<file path="src/rtl/nand_seq_pkg.sv">
package nand_seq_pkg;
  localparam int TIME_W = 8;
  localparam int CNT_W  = TIME_W + 1;

  typedef enum logic [1:0] {PH_IDLE, PH_SETUP, PH_CMD, PH_HOLD} phase_t;

  // strobes from control to datapath
  typedef struct packed {
    logic load;     // request accepted this cycle
    logic active;   // chip selected
    logic cmdOn;    // read/write strobe phase
    logic capture;  // last strobe cycle
    logic finish;   // last hold cycle
  } seqStrobes_t;

  function automatic logic [CNT_W-1:0] clampCycles(input logic [TIME_W-1:0] field,
                                                   input int lo, input int hi);
    int v;
    v = int'(field) + 1;
    if (v < lo) v = lo;
    if (v > hi) v = hi;
    return CNT_W'(v);
  endfunction
endpackage

</file>
<file path="src/rtl/nand_seq_ctrl.sv">
module nand_seq_ctrl
  import nand_seq_pkg::*;
(
  input  logic             clk,
  input  logic             rstN,
  input  logic             reqValid,
  input  logic             readyBusy,
  input  logic [CNT_W-1:0] setupCycles,
  input  logic [CNT_W-1:0] waitCycles,
  input  logic [CNT_W-1:0] holdCycles,
  output seqStrobes_t      strobes,
  output logic             reqReady
);
  phase_t           phase;
  logic [CNT_W-1:0] cnt;
  logic             cmdDone;

  assign cmdDone = (phase == PH_CMD) && (cnt >= waitCycles) && readyBusy;

  always_ff @(posedge clk or negedge rstN) begin
    if (!rstN) begin
      phase <= PH_IDLE;
      cnt   <= '0;
    end else begin
      case (phase)
        PH_IDLE: if (reqValid) begin
          phase <= PH_SETUP;
          cnt   <= CNT_W'(1);
        end
        PH_SETUP: if (cnt == setupCycles) begin
          phase <= PH_CMD;
          cnt   <= CNT_W'(1);
        end else begin
          cnt <= cnt + 1'b1;
        end
        PH_CMD: if (cmdDone) begin
          phase <= PH_HOLD;
          cnt   <= CNT_W'(1);
        end else if (cnt < waitCycles) begin
          cnt <= cnt + 1'b1;
        end
        PH_HOLD: if (cnt == holdCycles) begin
          phase <= PH_IDLE;
          cnt   <= '0;
        end else begin
          cnt <= cnt + 1'b1;
        end
        default: phase <= PH_IDLE;
      endcase
    end
  end

  always_comb begin
    strobes.load    = (phase == PH_IDLE) && reqValid;
    strobes.active  = (phase != PH_IDLE);
    strobes.cmdOn   = (phase == PH_CMD);
    strobes.capture = cmdDone;
    strobes.finish  = (phase == PH_HOLD) && (cnt == holdCycles);
  end

  assign reqReady = (phase == PH_IDLE);
endmodule

</file>
<file path="src/rtl/nand_seq_datapath.sv">
module nand_seq_datapath
  import nand_seq_pkg::*;
#(
  parameter int DATA_W    = 8,
  parameter int SETUP_MIN = 1,
  parameter int SETUP_MAX = 256,
  parameter int WAIT_MIN  = 2,
  parameter int WAIT_MAX  = 255,
  parameter int HOLD_MIN  = 1,
  parameter int HOLD_MAX  = 254,
  parameter int HIZ_MIN   = 1,
  parameter int HIZ_MAX   = 255
) (
  input  logic              clk,
  input  logic              rstN,
  input  seqStrobes_t       strobes,
  input  logic              reqWrite,
  input  logic [1:0]        reqSel,
  input  logic [DATA_W-1:0] reqWrData,
  input  logic [TIME_W-1:0] cfgSetup,
  input  logic [TIME_W-1:0] cfgWait,
  input  logic [TIME_W-1:0] cfgHold,
  input  logic [TIME_W-1:0] cfgHiz,
  input  logic [DATA_W-1:0] busIn,
  output logic [CNT_W-1:0]  setupCycles,
  output logic [CNT_W-1:0]  waitCycles,
  output logic [CNT_W-1:0]  holdCycles,
  output logic              chipSelN,
  output logic              readEnN,
  output logic              writeEnN,
  output logic              addrLatchEn,
  output logic              cmdLatchEn,
  output logic [DATA_W-1:0] busOut,
  output logic              busOutEn,
  output logic [DATA_W-1:0] rdData
);
  localparam int SEL_ALE = 1;
  localparam int SEL_CLE = 0;

  logic              isWrite;
  logic [1:0]        selHold;
  logic [DATA_W-1:0] dataHold;
  logic [CNT_W-1:0]  hizLeft;

  always_ff @(posedge clk or negedge rstN) begin
    if (!rstN) begin
      isWrite     <= 1'b0;
      selHold     <= '0;
      dataHold    <= '0;
      setupCycles <= CNT_W'(SETUP_MIN);
      waitCycles  <= CNT_W'(WAIT_MIN);
      holdCycles  <= CNT_W'(HOLD_MIN);
      hizLeft     <= '0;
      rdData      <= '0;
    end else begin
      if (strobes.load) begin
        isWrite     <= reqWrite;
        selHold     <= reqSel;
        dataHold    <= reqWrData;
        setupCycles <= clampCycles(cfgSetup, SETUP_MIN, SETUP_MAX);
        waitCycles  <= clampCycles(cfgWait, WAIT_MIN, WAIT_MAX);
        holdCycles  <= clampCycles(cfgHold, HOLD_MIN, HOLD_MAX);
        hizLeft     <= clampCycles(cfgHiz, HIZ_MIN, HIZ_MAX);
      end else if (strobes.active && (hizLeft != '0)) begin
        hizLeft <= hizLeft - 1'b1;
      end
      if (strobes.capture && !isWrite) rdData <= busIn;
    end
  end

  assign chipSelN    = !strobes.active;
  assign readEnN     = !(strobes.cmdOn && !isWrite);
  assign writeEnN    = !(strobes.cmdOn && isWrite);
  assign addrLatchEn = strobes.active && selHold[SEL_ALE];
  assign cmdLatchEn  = strobes.active && selHold[SEL_CLE];
  assign busOut      = dataHold;
  assign busOutEn    = strobes.active && isWrite && (hizLeft == '0);
endmodule

</file>
<file path="src/rtl/nand_access_seq.sv">
module nand_access_seq
  import nand_seq_pkg::*;
#(
  parameter int DATA_W = 8
) (
  input  logic              clk,
  input  logic              rstN,
  input  logic              reqValid,
  input  logic              reqWrite,
  input  logic [1:0]        reqSel,
  input  logic [DATA_W-1:0] reqWrData,
  input  logic [7:0]        cfgSetup,
  input  logic [7:0]        cfgWait,
  input  logic [7:0]        cfgHold,
  input  logic [7:0]        cfgHiz,
  output logic              reqReady,
  output logic              chipSelN,
  output logic              readEnN,
  output logic              writeEnN,
  output logic              addrLatchEn,
  output logic              cmdLatchEn,
  output logic [DATA_W-1:0] busOut,
  output logic              busOutEn,
  input  logic [DATA_W-1:0] busIn,
  input  logic              readyBusy,
  output logic [DATA_W-1:0] rdData,
  output logic              done
);
  seqStrobes_t      strobes;
  logic [CNT_W-1:0] setupCycles, waitCycles, holdCycles;

  nand_seq_ctrl u_ctrl (
    .clk(clk), .rstN(rstN), .reqValid(reqValid), .readyBusy(readyBusy),
    .setupCycles(setupCycles), .waitCycles(waitCycles), .holdCycles(holdCycles),
    .strobes(strobes), .reqReady(reqReady)
  );

  nand_seq_datapath #(.DATA_W(DATA_W)) u_dp (
    .clk(clk), .rstN(rstN), .strobes(strobes),
    .reqWrite(reqWrite), .reqSel(reqSel), .reqWrData(reqWrData),
    .cfgSetup(cfgSetup), .cfgWait(cfgWait), .cfgHold(cfgHold), .cfgHiz(cfgHiz),
    .busIn(busIn),
    .setupCycles(setupCycles), .waitCycles(waitCycles), .holdCycles(holdCycles),
    .chipSelN(chipSelN), .readEnN(readEnN), .writeEnN(writeEnN),
    .addrLatchEn(addrLatchEn), .cmdLatchEn(cmdLatchEn),
    .busOut(busOut), .busOutEn(busOutEn), .rdData(rdData)
  );

  assign done = strobes.finish;
endmodule

</file>
<file path="config.mk">
export PLATFORM = sky130hd
export DESIGN_NAME = nand_access_seq
export DESIGN_NICKNAME = d
export VERILOG_FILES = /design/src/rtl/nand_seq_pkg.sv /design/src/rtl/nand_seq_ctrl.sv /design/src/rtl/nand_seq_datapath.sv /design/src/rtl/nand_access_seq.sv
export SDC_FILE = /design/constraint.sdc
export NUM_CORES = 1
export LEC_CHECK = 0
export BUFFER_PORTS_ARGS = -buffer_cell sky130_fd_sc_hd__buf_2
export CAP_MARGIN = 25
export CORE_MARGIN = 4
export CORE_UTILIZATION = 61
export DETAILED_ROUTE_END_ITERATION = 8
export GPL_TIMING_DRIVEN = 0
export PLACE_DENSITY = 0.91
export SLEW_MARGIN = 20
export SYNTH_ARGS = -nofsm -noshare
export SYNTH_HDL_FRONTEND = slang
export SYNTH_SLANG_ARGS = --single-unit
</file>
<file path="constraint.sdc">
create_clock -name clk -period 5.9 [get_ports clk]
set_input_delay 0.885 -clock clk [delete_from_list [all_inputs] [get_ports clk]]
set_output_delay 0.885 -clock clk [all_outputs]
set_load 0.02 [all_outputs]
</file>
==> impl_metrics.yaml <==
detailed_routing:
  antenna_left: 0
  dr.pass1.iters: 5
  wl_mm: 10.4
  routedWlPerCell_um: 15.3
  vias_per_cell: 5.88
  drc: 0
  num_vias: 4007
  drt_iter0_markers: 227
outcome:
  status: "finished, final reports clean"
grt:
  grt_overflow: 0
  grt_pass1_vias: 3861
  grt_pass1_wl_mm: 17.6
  grt_max_degree: 39
  antenna_found_initial: 0
  grt_util_all_layers: 0.257
logic_synthesis:
  synth-main-ff-cell: "dfrtp_1"
  syn_inst: 493
  async_flop_share: 1.00
  synth.area.top_cells: "dfrtp_1 (36%), nand2_1 (8.0%), ha_1 (5.5%), xnor2_1 (4.9%), o21ai_0 (3.7%)"
  yosysUniqueCellTypes: 71
  yosysWarnings: 0
  synth.avg_cell_area_um2: 8.78
  syn-cell-area_um2: 4330
  synth-edff-count: 0
  seq_area_frac_synth: 0.382
  synth_top_cell_by_area: "dfrtp_1"
  synth_nets: 567
  ys_ff_latch: 66
  yosysTopAreaCellShare: 0.364
sta:
  max_freq_ghz: 0.342
  finalSetupTns_ps: 0
  setup_viol: 0
  fin_crit_ps: 2930
  skew_ps: 15.9
  hold_viol_final: 0
  slew_viol_final: 0
  slew_headroom: 0.603
  rsz0062_at_grt: "false"
  fin_crit_sh: 0.496
  hold_ws_ps: 439
  worst_slew_pin_slew_ps: 595
critical_path:
  cp_slowest_stage_delay_ps: 400
  cp.required_ps: 5020
  arrival_ps: 2040
  crit_chain: "inv_1, ha_1, buf_2, inv_1, nand3_1, nor3b_1, buf_2"
  critPathKind: "reg2out"
  worstSetupStartpointType: "register"
  crit_slowest_cell: "dfrtp_1"
  cp-end-kind: "primary output"
  crit_fanout: 8
clock_network:
  clk_pin_slew_ps: 80
  h-tree-depth: 3
  cts_tree: "built"
  numCtsBuffers: 9
  cts.repair.resized: 0
  cts_buffer_depth: 2
  root_buffer: "clkbuf_8"
  post-cts-setup-buffers: 0
  cts.hold.buffers_added: 0
  clk_latency_ps: 360
  clock_sinks: 66
power:
  p_sw_frac: 0.420
  ir_drop_v: 0.000148
  power_density_nw_per_um2: 425
  combPwrFrac: 0.454
  p_clk_frac: 0.200
  power_switching_uw: 907
  p_int_mw: 1.25
  leakage_nw: 2.33
  seqPwrFrac: 0.347
floorplanning:
  num_rows: 30
  dieArea_um2: 8510
  dieWidth_um: 92.2
  core_um2: 6830
  ios: 79
  start_util: 0.634
  dieHeight_um: 92.2
placed_design:
  io_buffer_count: 76
  place.gp.congestion: 0.941
  dp_hpwl_mm: 7.84
layout:
  fillers: 495
  drive_gt1_frac: 0.225
  regArea_um2: 1660
  layout.nets: 655
  multi_input_area_um2: 2470
  area.growth.synth_to_final_pct: 17.3
  final_core_util: 0.743
  diodes: 0
hold_path:
  min_path_type: "in2async"
run:
  maxCapViolations: 0
==> power by group through the flow <==
stage               registers (mW)  logic, mW  clock network (mW)
floorplan                    0.759      0.680                   0
global placement             0.743      0.916                   0
detailed placement           0.753      0.964                   0
CTS                          0.746      0.975               0.433
global route                 0.769       1.08               0.454
finish                       0.748      0.980               0.431
==> layer usage <==
| metal | GRT usage | wire [µm] | vias to the layer above |
|---|---|---|---|
| met3 | 0.0468 | 658 | 29 |
| met2 | 0.455 | 5270 | 174 |
| met4 | 0.108 | 293 | 0 |
| met1 | 0.306 | 4200 | 1889 |
| met5 | 0 | 0 | - |
| li1 | - | - | 1915 |
==> layout make-up <==
| type | count | share of cell area |
|---|---|---|
| Multi-Input combinational cell | 384 | 0.486 |
| Sequential cell | 66 | 0.326 |
| Timing Repair Buffer | 77 | 0.0793 |
| Tap cell | 96 | 0.0237 |
| Inverter | 21 | 0.0155 |
| Clock buffer | 9 | 0.0244 |
| Clock inverter | 7 | 0.0202 |
| Buffer | 22 | 0.0251 |
==> worst paths after layout <==
| check | from | cells past startpoint | end | slack, ps |
|---|---|---|---|---|
| worst max-delay path | u_ctrl.phase[0]$_DFFE_PN0P_ | 7 | busOutEn | 2970 |
| worst min-delay path | rstN | 1 | u_dp.hizLeft[7]$_DFFE_PN0P_ | 440 |
| worst max register to register | u_ctrl.cnt[0]$_DFFE_PN0P_ | 8 | u_dp.rdData[1]$_DFFE_PN0P_ | 3430 |
| worst min register to register | u_dp.busOut[0]$_DFFE_PN0P_ | 2 | u_dp.busOut[0]$_DFFE_PN0P_ | 470 |
| max in group asynchronous | rstN | 2 | u_dp.holdCycles[0]$_DFFE_PN1P_ | 4870 |
| min in group clk | u_dp.busOut[0]$_DFFE_PN0P_ | 2 | u_dp.busOut[0]$_DFFE_PN0P_ | 470 |
==> critical path: cells and delay by family (launching register included) <==
| family | cells | cell delay [ps] |
|---|---|---|
| fa+ha+maj | 1 | 220 |
| flops | 1 | 400 |
| simple gates | 2 | 390 |
| buf+inv | 4 | 690 |
==> layout by cell type, fill, tap and decap left out, types with 4 or more instances in the layout <==
cell type	n
nand2_1	92
and3_1	8
buf_6	4
dfrtp_1	63
inv_1	21
o2111ai_1	6
buf_2	80
clkbuf_8	9
mux2_2	8
a22oi_1	4
nand2b_1	6
nand4_1	6
and2_1	7
nor2_1	27
clkbuf_1	9
xnor2_1	24
o21ai_0	32
o211ai_1	7
ha_1	19
a21oi_1	22
nor2b_1	6
nor3_1	14
nand3_1	24
a21o_1	4
xor2_1	10
==> through the flow <==
step	setup slack, ps	std cells	power (mW)	cell area (µm²)
after floorplan	3300	493	1.44	4330
after global placement	3250	665	1.66	4830
after detailed placement	3220	666	1.72	4850
after CTS	2970	682	2.15	5080
after global routing	2770	682	2.31	5080
final	2970	682	2.16	5080
==> registers in the layout, indices dropped and copies added (netlist names) <==
signal,count
u_ctrl.cnt,9
u_ctrl.phase,2
u_dp.busOut,8
u_dp.hizLeft,9
u_dp.holdCycles,9
u_dp.isWrite,1
u_dp.rdData,8
u_dp.selHold,2
u_dp.setupCycles,9
u_dp.waitCycles,9
==> cell usage after synthesis (7+ instances only) <==
cell,instances
nor3_1,14
ha_1,19
nor2_1,27
o21ai_0,32
clkbuf_1,9
o211ai_1,7
xor2_1,10
and3_1,8
xnor2_1,24
and2_1,7
nand2_1,92
mux2_2,8
nand3_1,24
inv_1,21
a21oi_1,22
dfrtp_1,63
==> kinds of logic (layout without fill, tap and decap cells) <==
| family | after synthesis | in the layout | share of synthesized area |
|---|---|---|---|
| and+or+nand+nor | 207 | 207 | 0.232 |
| AOI/OAI and AO/OA | 112 | 112 | 0.184 |
| DFF | 66 | 66 | 0.382 |
| buffers and inverters | 43 | 136 | 0.0477 |
| xor gates and xnor gates | 34 | 34 | 0.0688 |
| adders and majority gates | 19 | 19 | 0.0549 |
| muxes | 12 | 12 | 0.0304 |
Power figures use the tool's default switching activity.
